<file path="src/rtl/bcd_trunc_pkg.sv">
package bcd_trunc_pkg;

  // Why the register loads what it loads on a given edge
  typedef enum logic [2:0] {
    LOAD_HOLD  = 3'd0,
    LOAD_STEP  = 3'd1,
    LOAD_WRAP  = 3'd2,
    LOAD_TRUNC = 3'd3,
    LOAD_CLEAR = 3'd4
  } load_cause_e;

endpackage

</file>
<file path="src/rtl/bcd_trunc_step.sv">
module bcd_trunc_step #(
  parameter int BASE  = 10,
  parameter int WIDTH = 4
) (
  input  logic [WIDTH-1:0] cur,
  output logic [WIDTH-1:0] cand,
  output logic             wrap
);
  localparam logic [WIDTH-1:0] LAST = WIDTH'(BASE - 1);
  localparam logic [WIDTH-1:0] ONE  = WIDTH'(1);

  // Next digit in the natural BASE cycle
  function automatic logic [WIDTH-1:0] next_digit(input logic [WIDTH-1:0] v);
    if (v >= LAST) return '0;
    return v + ONE;
  endfunction

  always_comb begin
    cand = next_digit(cur);
    wrap = (cur >= LAST);
  end

  // a wrap must hand back zero
  always_comb begin
    if (wrap) a_wrap_zero_r3: assert (cand == '0);
  end
endmodule

</file>
<file path="src/rtl/bcd_trunc_fb.sv">
module bcd_trunc_fb #(
  parameter int WIDTH = 4
) (
  input  logic [WIDTH-1:0] cand,
  input  logic [WIDTH-1:0] mask,
  output logic             hit
);
  logic [WIDTH-1:0] term;

  // An unselected position contributes a 1 to the AND
  genvar gi;
  generate
    for (gi = 0; gi < WIDTH; gi++) begin : g_term
      assign term[gi] = ~mask[gi] | cand[gi];
    end
  endgenerate

  function automatic logic any_selected(input logic [WIDTH-1:0] m);
    return |m;
  endfunction

  assign hit = any_selected(mask) & (&term);

  // a hit implies every selected bit is present in the candidate
  always_comb begin
    if (hit) a_hit_cover_r7: assert ((cand & mask) == mask && mask != '0);
  end
endmodule

</file>
<file path="src/rtl/bcd_trunc_reg.sv">
module bcd_trunc_reg
  import bcd_trunc_pkg::*;
#(
  parameter int BASE  = 10,
  parameter int WIDTH = 4
) (
  input  logic             clk,
  input  logic             rst_n,
  input  logic             clr,
  input  logic             adv,
  input  logic             trunc,
  input  logic             wrap,
  input  logic [WIDTH-1:0] cand,
  output logic [WIDTH-1:0] q,
  output load_cause_e      cause
);
  localparam logic [WIDTH-1:0] ONE  = WIDTH'(1);
  localparam logic [WIDTH-1:0] LAST = WIDTH'(BASE - 1);

  logic [WIDTH-1:0] d;

  // Clear first, then truncation, then natural step
  always_comb begin
    d     = q;
    cause = LOAD_HOLD;
    if (clr) begin
      d     = '0;
      cause = LOAD_CLEAR;
    end else if (adv && trunc) begin
      d     = '0;
      cause = LOAD_TRUNC;
    end else if (adv) begin
      d     = cand;
      cause = wrap ? LOAD_WRAP : LOAD_STEP;
    end
  end

  always_ff @(posedge clk or negedge rst_n) begin
    if (!rst_n) q <= '0;
    else        q <= d;
  end

  p_hold_r2: assert property (@(posedge clk) disable iff (!rst_n)
    (!adv && !clr) |=> $stable(q));
  p_step_r2: assert property (@(posedge clk) disable iff (!rst_n)
    (cause == LOAD_STEP) |=> (q == $past(q) + ONE));
  p_clear_r5: assert property (@(posedge clk) disable iff (!rst_n)
    clr |=> (q == '0));
  p_trunc_r7: assert property (@(posedge clk) disable iff (!rst_n)
    (adv && trunc && !clr) |=> (q == '0));
  p_range_r3: assert property (@(posedge clk) disable iff (!rst_n)
    (q <= LAST));
endmodule

</file>
<file path="src/rtl/bcd_trunc_counter.sv">
module bcd_trunc_counter
  import bcd_trunc_pkg::*;
#(
  parameter int BASE  = 10,
  parameter int WIDTH = 4
) (
  input  logic             clk,
  input  logic             rst_n,
  input  logic             count_en,
  input  logic             zero_a,
  input  logic             zero_b,
  input  logic [WIDTH-1:0] fb_mask,
  output logic [WIDTH-1:0] count,
  output logic             term_cnt
);
  logic [WIDTH-1:0] cand;
  logic             wrap;
  logic             fb_hit;
  logic             clr_req;
  logic             rolled;
  load_cause_e      cause;

  assign clr_req = zero_a & zero_b;

  bcd_trunc_step #(.BASE(BASE), .WIDTH(WIDTH)) u_step (
    .cur (count),
    .cand(cand),
    .wrap(wrap)
  );

  bcd_trunc_fb #(.WIDTH(WIDTH)) u_fb (
    .cand(cand),
    .mask(fb_mask),
    .hit (fb_hit)
  );

  bcd_trunc_reg #(.BASE(BASE), .WIDTH(WIDTH)) u_reg (
    .clk  (clk),
    .rst_n(rst_n),
    .clr  (clr_req),
    .adv  (count_en),
    .trunc(fb_hit),
    .wrap (wrap),
    .cand (cand),
    .q    (count),
    .cause(cause)
  );

  assign rolled   = wrap | fb_hit;
  assign term_cnt = count_en & ~clr_req & rolled;

  p_tc_zero_r9: assert property (@(posedge clk) disable iff (!rst_n)
    term_cnt |=> (count == '0));
  p_tc_cause_r9: assert property (@(posedge clk) disable iff (!rst_n)
    term_cnt |-> (cause == LOAD_WRAP || cause == LOAD_TRUNC));
  p_single_req_r4: assert property (@(posedge clk) disable iff (!rst_n)
    ((zero_a ^ zero_b) && !count_en) |=> $stable(count));
endmodule

</file>
<file path="config.mk">
export PLATFORM = sky130hd
export DESIGN_NAME = bcd_trunc_counter
export DESIGN_NICKNAME = d
export VERILOG_FILES = /design/src/rtl/bcd_trunc_pkg.sv /design/src/rtl/bcd_trunc_step.sv /design/src/rtl/bcd_trunc_fb.sv /design/src/rtl/bcd_trunc_reg.sv /design/src/rtl/bcd_trunc_counter.sv
export SDC_FILE = /design/constraint.sdc
export NUM_CORES = 1
export LEC_CHECK = 0
export ABC_CLOCK_PERIOD_IN_PS = 6000
export CAP_MARGIN = 20
export CORE_AREA = 3 3 40 42
export CTS_BUF_LIST = sky130_fd_sc_hd__clkbuf_16
export CTS_CLUSTER_SIZE = 30
export DETAILED_ROUTE_END_ITERATION = 16
export DIE_AREA = 0 0 43 45
export PLACE_DENSITY = 0.62
export SYNTH_ARGS = -nofsm -noshare
export SYNTH_HDL_FRONTEND = slang
export SYNTH_HIERARCHICAL = 1
export SYNTH_SLANG_ARGS = --single-unit
</file>
<file path="constraint.sdc">
create_clock -name clk -period 6 [get_ports clk]
set_input_delay 1.8 -clock clk [delete_from_list [all_inputs] [get_ports clk]]
set_output_delay 1.8 -clock clk [all_outputs]
set_load 0.02 [all_outputs]
</file>
After elaboration in Yosys (flattened, before gate mapping) --
Index checks and enable logic that the tools add are counted.
Storage, ports and cells: input bits 9, output and inout bits 5, register bits after elaboration 4
Operators by class: $lt $le $gt $ge 1, mux-type cells 6, $add $sub $neg 1, bitwise gates (word level) 14, reductions and logical operators 4
Operators with widths (count):
- $mux W4 | 5
- $not A1 Y1 | 5
- $or A1 B1 Y1 | 5
- $add A4 B1 Y4 const B | 1
- $and A1 B1 Y1 | 4
- $ge A4 B4 Y1 const B | 1
- $reduce_and A4 Y1 | 1
- $reduce_or A4 Y1 | 1
- $reduce_bool A3 Y1 | 1
- $logic_and A1 B1 Y1 | 1
- $mux W1 | 1

Logic depth before layout (Yosys ltp) --
Gate-level depths: netlist (run 1).
depth after elaboration 9, depth in mapped cells 9, mapped depth without buffers 9

Hierarchy --
The synthesis (run 1) kept the hierarchy.
Modules (own cells, without submodules):
- bcd_trunc_reg | cells each 14, area an instance 188.9 um^2, times used 1, sequential area each 100.1 um^2
- bcd_trunc_step | cells each 14, area an instance 118.9 um^2, times used 1, sequential area each 0.0 um^2
- bcd_trunc_fb | cells each 8, area an instance 38.8 um^2, times used 1, sequential area each 0.0 um^2
- bcd_trunc_counter | cells each 3, area an instance 20.0 um^2, times used 1, sequential area each 0.0 um^2

Worst setup path after synthesis (run 1) --
No wires, ideal clock.
path type input -> output, start point input port fb_mask[0], end point output port term_cnt, cell stages on the path 5, buffers on the path 0, slack 1699 ps, arrival time 2501 ps, cells stage by stage inv_1 o22ai_1 nor3_1 o21ai_1 nor2_2
Between the ends: cells in the longest elaborated chain, start to end 6, elaborated cells on any way between the ends 7, those cells by class bitwise: 5; reduce/logical: 2
RTL lines:
- from (decl) | RTL line bcd_trunc_counter.sv:12 | input logic [WIDTH-1:0] fb_mask,
- $not A1 Y1 | RTL line bcd_trunc_fb.sv:14 | assign term[gi] = ~mask[gi] | cand[gi];
- $or A1 B1 Y1 | RTL line bcd_trunc_fb.sv:14
- $reduce_and A4 Y1 | RTL line bcd_trunc_fb.sv:22 | assign hit = any_selected(mask) & (&term);
- $and A1 B1 Y1 (*) | RTL line bcd_trunc_fb.sv:22
- named net fb_hit | RTL line bcd_trunc_counter.sv:18 | logic fb_hit;
- $or A1 B1 Y1 (*) | RTL line bcd_trunc_counter.sv:49 | assign rolled = wrap | fb_hit;
- $and A1 B1 Y1 (*) | RTL line bcd_trunc_counter.sv:50 | assign term_cnt = count_en & ~clr_req & rolled;
- to (decl) | RTL line bcd_trunc_counter.sv:14 | output logic term_cnt
Mark *: on every way through the listed nets, which the timed path passes. The rest lies on a longest branch.

Final worst setup path (run 1) --
Same ends and word-level chain as after synthesis.

==> results of run 1 <==
-- worst max-delay path, stage by stage --
cell             delay, ns
clkdlybuf4s50_1       0.42
inv_1                 0.06
o22ai_1               0.07
nor3_1                0.28
o21ai_1               0.12
nor2_2                0.08
clkdlybuf4s50_1       0.60
-- worst paths after layout --
| kind | startpoint | to | slack, ns | depth (start not counted) |
|---|---|---|---|---|
| setup / recovery | fb_mask[0] | term_cnt | 0.77 | 7 |
| hold / removal | u_reg/q[3] | u_reg/q[3] | 0.59 | 1 |
| setup reg to reg | u_reg/q[1] | u_reg/q[1] | 3.94 | 9 |
| hold reg to reg | u_reg/q[3] | u_reg/q[3] | 0.59 | 1 |
| max in group asynchronous | rst_n | u_reg/q[1] | 4.06 | 1 |
| min in group asynchronous | rst_n | u_reg/q[2] | 1.78 | 1 |
-- layout make-up --
cell class	count	area, µm²
Fill cell	129	717
Multi-Input combinational cell	25	218
Tap cell	15	18.8
Sequential cell	4	100
Inverter	7	26.3
Clock buffer	3	75.1
Timing Repair Buffer	13	130
-- layer usage --
metal,part of all wire (%),track usage [%],wire length [µm]
met1,41,10.5,286
met2,55,15.3,381
met3,4.0,2.39,28
met4,0,7.23,0
met5,0,0,0
-- stage by stage --
stage	setup WS, ns	instances	hold WS [ns]	cell area, µm²
floorplan	1.77	36	0.669	344
finish	0.765	67	0.587	568
detailed placement	0.744	64	0.582	493
global route	0.615	67	0.609	568
CTS	0.741	67	0.589	568
global placement	0.739	64	0.578	493
-- cells in the final DEF (no fill, tap or decap), drive strengths merged --
| cell | count |
|---|---|
| ha | 3 |
| nor3 | 1 |
| o21ai | 1 |
| clkdlybuf4s50 | 13 |
| o22ai | 2 |
| mux2 | 1 |
| nor2 | 3 |
| nor3b | 1 |
| dfrtp | 4 |
| clkbuf | 3 |
| nand2b | 1 |
| and2 | 1 |
| nor4 | 1 |
| nor2b | 4 |
| a32o | 5 |
| inv | 7 |
| a21oi | 1 |
-- where the power goes --
| part | total [mW] | internal (mW) | leakage (nW) | switching [mW] |
|---|---|---|---|---|
| Clock | 0.102 | 0.0850 | 0.0370 | 0.0171 |
| Combinational | 0.0575 | 0.0316 | 0.181 | 0.0259 |
| Sequential | 0.0377 | 0.0314 | 0.0536 | 0.00637 |
| Total | 0.197 | 0.148 | 0.272 | 0.0494 |
==> results.json, run 1 <==
{
  "fin_crit_sh_pct": 87.2,
  "cp_data_arrival_time_ns": 3.43,
  "syn_inst": 36,
  "portBuffers": 13,
  "drc": 0,
  "postSynthAreaPerCell_um2": 9.56,
  "postRouteAntennaNets": 0,
  "cts_tree": "built",
  "coreArea_um2": 1280,
  "top_register": "u_reg/q",
  "synth_area_um2": 344,
  "drtIter0Drc": 4,
  "finalHoldViolCount": 0,
  "area_growth_pct": 65.1,
  "cts_setup_buffers": 0,
  "grt_pass1_vias": 332,
  "place_hpwl_um": 614,
  "die-height_um": 45,
  "grt_pass1_wl_um": 1320,
  "route.detailed.vias_per_inst": 4.66,
  "grt_use_total_pct": 9.36,
  "crit_type": "input pin to output pin",
  "drv_cap": 0,
  "min_path_type": "flop to flop",
  "drv_slew": 0,
  "grt_overflow": 0,
  "path_clk_slew_ns": 0.03,
  "die_area_um2": 1940,
  "antenna_found_initial": 0,
  "reg_top3": "u_reg/q: 4 flops",
  "fin_crit_ns": 5.23,
  "power_mw": 0.197,
  "fin_util_pct": 44.2,
  "cts_resized": 0,
  "fmax_mhz": 191,
  "wl_per_cell_um": 10.4,
  "powerDensity_nw_per_um2": 347,
  "initial_core_util_pct": 26.8,
  "cts_root_buffer": "clkbuf_16",
  "placementRows": 13,
  "vias": 312,
  "die_x_um": 43,
  "tns_ns": 0,
  "largest_reg_flops": 4,
  "h-tree-depth": 1,
  "gp_congestion": 0.736,
  "numClockSinks": 4,
  "clock_skew_ns": 0.00114,
  "cts_hold_buffers": 0,
  "io-pin-count": 14,
  "insertion_delay_ns": 0.22,
  "grt_max_degree": 8,
  "cp-end-kind": "output pin",
  "tightest_slew_ns": 0.264,
  "final_nets": 66,
  "rsz0062_at_grt": "no",
  "startpoint_type": "input pin",
  "cts_buffer_depth": 2,
  "required_ns": 4.20,
  "setup_violations": 0,
  "routed_wl_um": 696,
  "status": "finished, final reports clean",
  "vdd_drop_max_mv": 0.177,
  "leakage_nw": 0.272,
  "drive_above_1_share_pct": 25.0,
  "yosysWarnings": 6,
  "num_antenna_cells": 0,
  "crit_fanout": 2,
  "slew-limit-headroom_pct": 82.2,
  "cts_made_buffers": 3,
  "syn_nets": 48,
  "dr.pass1.iters": 3
}
Note: power is estimated with default switching activity, not from simulation.
==> run 2, diff against run 1 <==
--- a/config.mk
+++ b/config.mk
@@ -6,7 +6,7 @@
 export NUM_CORES = 1
 export LEC_CHECK = 0
 export ABC_CLOCK_PERIOD_IN_PS = 6000
-export CAP_MARGIN = 20
+export CAP_MARGIN = 25
 export CORE_AREA = 3 3 40 42
 export CTS_BUF_LIST = sky130_fd_sc_hd__clkbuf_16
 export CTS_CLUSTER_SIZE = 30
==> constraint.sdc (replaced) <==
create_clock -name clk -period 6 [get_ports clk]
set_input_delay 1.8 -clock clk [delete_from_list [all_inputs] [get_ports clk]]
set_output_delay 1.8 -clock clk [all_outputs]
set_load 0.1 [all_outputs]
==> results.json, run 2 (same netlist as run 1, synthesis figures left out) <==
{
  "place_hpwl_um": 582,
  "finalHoldViolCount": 0,
  "area_growth_pct": 64.4,
  "drtIter0Drc": 3,
  "numClockSinks": 4,
  "grt_max_degree": 8,
  "cts_made_buffers": 3,
  "clockPowerShare_pct": 45.2,
  "intPower_mw": 0.148,
  "die-height_um": 45,
  "gp_congestion": 0.680,
  "route.detailed.vias_per_inst": 4.63,
  "crit_fanout": 2,
  "top_register": "u_reg/q",
  "vdd_drop_max_mv": 0.176,
  "clock_skew_ns": 0.00197,
  "cts_resized": 0,
  "leakage_nw": 0.274,
  "num_antenna_cells": 0,
  "initial_core_util_pct": 26.8,
  "slew-limit-headroom_pct": 35.7,
  "dr.pass1.iters": 2,
  "cts_hold_buffers": 0,
  "drv_cap": 0,
  "setup_violations": 0,
  "combPwrFrac_pct": 38.1,
  "slowest_stage": "clkdlybuf4s50_1",
  "drv_slew": 0,
  "io-pin-count": 14,
  "tightest_slew_ns": 0.961,
  "final_cell_mix": "clkdlybuf4s50_1, inv_1, a32o_2, dfrtp_1",
  "coreArea_um2": 1280,
  "slowest_delay_ns": 0.42,
  "vias": 310,
  "path_clk_slew_ns": 0.03,
  "grt_use_total_pct": 8.86,
  "drive_above_1_share_pct": 26.9,
  "cp_data_arrival_time_ns": 3.12,
  "wl_per_cell_um": 9.99,
  "fin_crit_sh_pct": 82.1,
  "final_common_cell": "clkdlybuf4s50_1",
  "switchingPower_mw": 0.0782,
  "swShare_pct": 34.6,
  "fmax_mhz": 203,
  "required_ns": 4.20,
  "grt_pass1_vias": 320,
  "powerDensity_nw_per_um2": 399,
  "grt_pass1_wl_um": 1270,
  "antenna_found_initial": 0,
  "status": "finished, final reports clean",
  "cp-end-kind": "output pin",
  "power.share.sequential_pct": 16.7,
  "placementRows": 13,
  "rsz0062_at_grt": "no",
  "final_nets": 66,
  "crit_type": "input pin to output pin",
  "die_area_um2": 1940,
  "path_cells": "clkdlybuf4s50_1, inv_1, o22ai_1, nor3_1, o21ai_1, nor2_2, buf_4",
  "drc": 0,
  "tns_ns": 0,
  "min_path_type": "flop to flop",
  "startpoint_type": "input pin",
  "largest_reg_flops": 4,
  "portBuffers": 13,
  "die_x_um": 43,
  "insertion_delay_ns": 0.22,
  "setup_ws_ns": 1.08,
  "postRouteAntennaNets": 0,
  "grt_overflow": 0,
  "cts_root_buffer": "clkbuf_16",
  "h-tree-depth": 1,
  "cts_tree": "built",
  "fin_crit_ns": 4.92,
  "reg_top3": "u_reg/q: 4 flops",
  "cts_setup_buffers": 0,
  "dp_slack_ns": 1.05,
  "routed_wl_um": 669,
  "cts_buffer_depth": 2
}
==> run 2: changes by cell type in the layout (fill, tap and decap cells not counted) <==
cell	delta
buf_4	+1
clkdlybuf4s50_1	-1
==> run 2: critical path, delay by kind of cell <==
family | cells | cell delay (ns)
simple gates | 2 | 0.36
buf+inv | 3 | 0.77
compound gates | 2 | 0.19
==> run 2: power groups by stage <==
stage / clock, mW / combinational, mW / sequential (mW)
5_1_grt: 0.106 / 0.0932 / 0.0391
6_report: 0.102 / 0.0861 / 0.0377
3_3_place_gp: 0 / 0.0859 / 0.0380
3_5_place_dp: 0 / 0.0865 / 0.0380
2_1_floorplan: 0 / 0.0351 / 0.0677
4_1_cts: 0.103 / 0.0869 / 0.0377
==> run 2: routing by layer <==
metal  part of all wire (%)  track usage [%]  routed length (µm)  vias up
li1                       -                -                   -      161
met1                     42             9.98                 284      141
met2                     52             14.1                 348        8
met3                    5.5             3.59                  37        0
met4                      0             5.42                   0        0
met5                      0                0                   0        -
==> run 2: area by class of cell <==
cell class              instances  area [µm²]
fillers                       135         719
inverters                       7        26.3
clock buffers                   3        75.1
multi-input cells              25         218
flip-flops and latches          4         100
well taps                      15        18.8
repair buffers                 13         128
==> run 2: path summary, 6_finish.rpt <==
check / from / cells after the start / slack, ns / to
min in group asynchronous: rst_n / 1 / 1.78 / u_reg/q[2]
setup / recovery: fb_mask[0] / 7 / 1.08 / term_cnt
hold reg to reg: u_reg/q[1] / 1 / 0.58 / u_reg/q[1]
hold / removal: u_reg/q[1] / 1 / 0.58 / u_reg/q[1]
max in group asynchronous: rst_n / 1 / 4.06 / u_reg/q[1]
setup reg to reg: u_reg/q[1] / 9 / 3.95 / u_reg/q[2]
==> run 2: metrics by stage <==
| step | cells | power, mW | hold WS (ns) | util, % | area [µm²] |
|---|---|---|---|---|---|
| global placement | 64 | 0.124 | 0.578 | 38.2 | 490 |
| finish | 67 | 0.226 | 0.583 | 44.0 | 566 |
| detailed placement | 64 | 0.125 | 0.581 | 38.2 | 490 |
| global route | 67 | 0.238 | 0.618 | 44.0 | 566 |
| floorplan | 36 | 0.103 | 1.19 | - | 344 |
| CTS | 67 | 0.228 | 0.588 | 44.0 | 566 |
==> run 3, diff against run 2 <==
--- a/config.mk
+++ b/config.mk
@@ -5,7 +5,7 @@
 export SDC_FILE = /design/constraint.sdc
 export NUM_CORES = 1
 export LEC_CHECK = 0
-export ABC_CLOCK_PERIOD_IN_PS = 6000
+export ABC_CLOCK_PERIOD_IN_PS = 4700
 export CAP_MARGIN = 25
 export CORE_AREA = 3 3 40 42
 export CTS_BUF_LIST = sky130_fd_sc_hd__clkbuf_16
==> constraint.sdc (replaced) <==
create_clock -name clk -period 4.7 [get_ports clk]
set_input_delay 1.41 -clock clk [delete_from_list [all_inputs] [get_ports clk]]
set_output_delay 1.41 -clock clk [all_outputs]
set_load 0.1 [all_outputs]
==> results.json, run 3 (same netlist as run 1, synthesis figures left out) <==
{
  "antenna_found_initial": 0,
  "slowest_delay_ns": 0.41,
  "top_register": "u_reg/q",
  "insertion_delay_ns": 0.22,
  "drv_cap": 0,
  "holdPathEnd": "u_reg/q[2]",
  "largest_reg_flops": 4,
  "powerDensity_nw_per_um2": 503,
  "slowest_stage": "clkdlybuf4s50_1",
  "grt_use_total_pct": 9.86,
  "fmax_mhz": 245,
  "final_cell_mix": "clkdlybuf4s50_1, inv_1, a32o_2, dfrtp_1",
  "rsz0062_at_grt": "no",
  "reg_top3": "u_reg/q: 4 flops",
  "dp_slack_ns": 0.578,
  "crit_fanout": 2,
  "cts_buffer_depth": 2,
  "ff2ff_path_depth": 8,
  "slew-limit-headroom_pct": 35.8,
  "fin_crit_sh_pct": 87.0,
  "setup_violations": 0,
  "num-fill-cells": 129,
  "cp_data_arrival_time_ns": 2.68,
  "cts_resized": 0,
  "num_antenna_cells": 0,
  "clock_skew_ns": 0.000733,
  "drc": 0,
  "cts_made_buffers": 3,
  "gp_congestion": 0.708,
  "dr.pass1.iters": 1,
  "startpoint_type": "input pin",
  "required_ns": 3.29,
  "grt_pass1_vias": 324,
  "h-tree-depth": 1,
  "route.detailed.vias_per_inst": 4.67,
  "hold_depth": 1,
  "placementRows": 13,
  "cts_root_buffer": "clkbuf_16",
  "initial_core_util_pct": 26.8,
  "drtIter0Drc": 0,
  "wl_per_cell_um": 10.6,
  "die_x_um": 43,
  "numClockSinks": 4,
  "drv_slew": 0,
  "drive_above_1_share_pct": 26.9,
  "timing.rr.end": "u_reg/q[3]",
  "cp-end-kind": "output pin",
  "grt_overflow": 0,
  "final_common_cell": "clkdlybuf4s50_1",
  "grt_max_degree": 8,
  "final_nets": 66,
  "cts_tree": "built",
  "grt_pass1_wl_um": 1370,
  "path_clk_slew_ns": 0.03,
  "fin_crit_ns": 4.09,
  "die_area_um2": 1940,
  "min_from": "u_reg/q[2]",
  "tightest_slew_ns": 0.960,
  "area_growth_pct": 68.0,
  "cts_setup_buffers": 0,
  "finalHoldViolCount": 0,
  "critPathTopFamily": "buffers and inverters",
  "min_path_type": "flop to flop",
  "critPathBufInv": 3,
  "vdd_drop_max_mv": 0.274,
  "reg2reg_from": "u_reg/q[0]",
  "leakage_nw": 0.276,
  "reg2reg_setup_slack_ns": 2.65,
  "routed_wl_um": 713,
  "vias": 313,
  "cts_hold_buffers": 0,
  "setup_ws_ns": 0.610,
  "portBuffers": 13,
  "postRouteAntennaNets": 0,
  "path_cells": "clkdlybuf4s50_1, inv_1, o22ai_1, nor3_1, o21ai_1, nor2_2, buf_12",
  "crit_type": "input pin to output pin",
  "tns_ns": 0,
  "status": "finished, final reports clean",
  "die-height_um": 45,
  "coreArea_um2": 1280,
  "io-pin-count": 14
}
[run 3: stage by stage]
step	utilization [%]	hold slack, ns	instance area [µm²]	power [mW]	std cells
after global placement	39.1	0.579	503	0.160	64
final	45.0	0.581	578	0.291	67
after floorplan	-	1.11	344	0.131	36
after global routing	45.0	0.613	578	0.310	67
after detailed placement	39.1	0.580	503	0.162	64
after CTS	45.0	0.587	578	0.295	67
[run 3: layout make-up]
class / count / area (µm²) / share of cell area [%]
multi-input combinational: 25 / 218 / 37.7
clock buffer: 3 / 75.1 / 13.0
inverter: 7 / 26.3 / 4.55
tap: 15 / 18.8 / 3.25
sequential: 4 / 100 / 17.3
timing repair buffer: 13 / 140 / 24.2
[run 3: worst max-delay path by stage]
stage / slack [ns] / to / cells past startpoint / start
final: 0.61 / term_cnt / 7 / fb_mask[0]
after global routing: 0.44 / term_cnt / 7 / fb_mask[0]
after CTS: 0.58 / term_cnt / 7 / fb_mask[0]
after detailed placement: 0.58 / term_cnt / 7 / fb_mask[0]
after global placement: 0.58 / term_cnt / 7 / fb_mask[0]
after floorplan: 0.34 / term_cnt / 9 / u_reg/q[1]
[run 3: per-layer routing]
layer	vias to the layer above	GRT usage, %	routed length, µm	share of wire [%]
met4	0	7.23	23	3.2
li1	164	-	-	-
met2	9	15.9	347	49
met3	3	3.59	42	5.9
met1	137	10.7	299	42
met5	-	0	0	0
[run 3: where the power goes]
group          switching (mW)  total (mW)  internal (mW)
Clock                  0.0220       0.131          0.109
Combinational          0.0705       0.112         0.0417
Sequential            0.00820      0.0482         0.0400
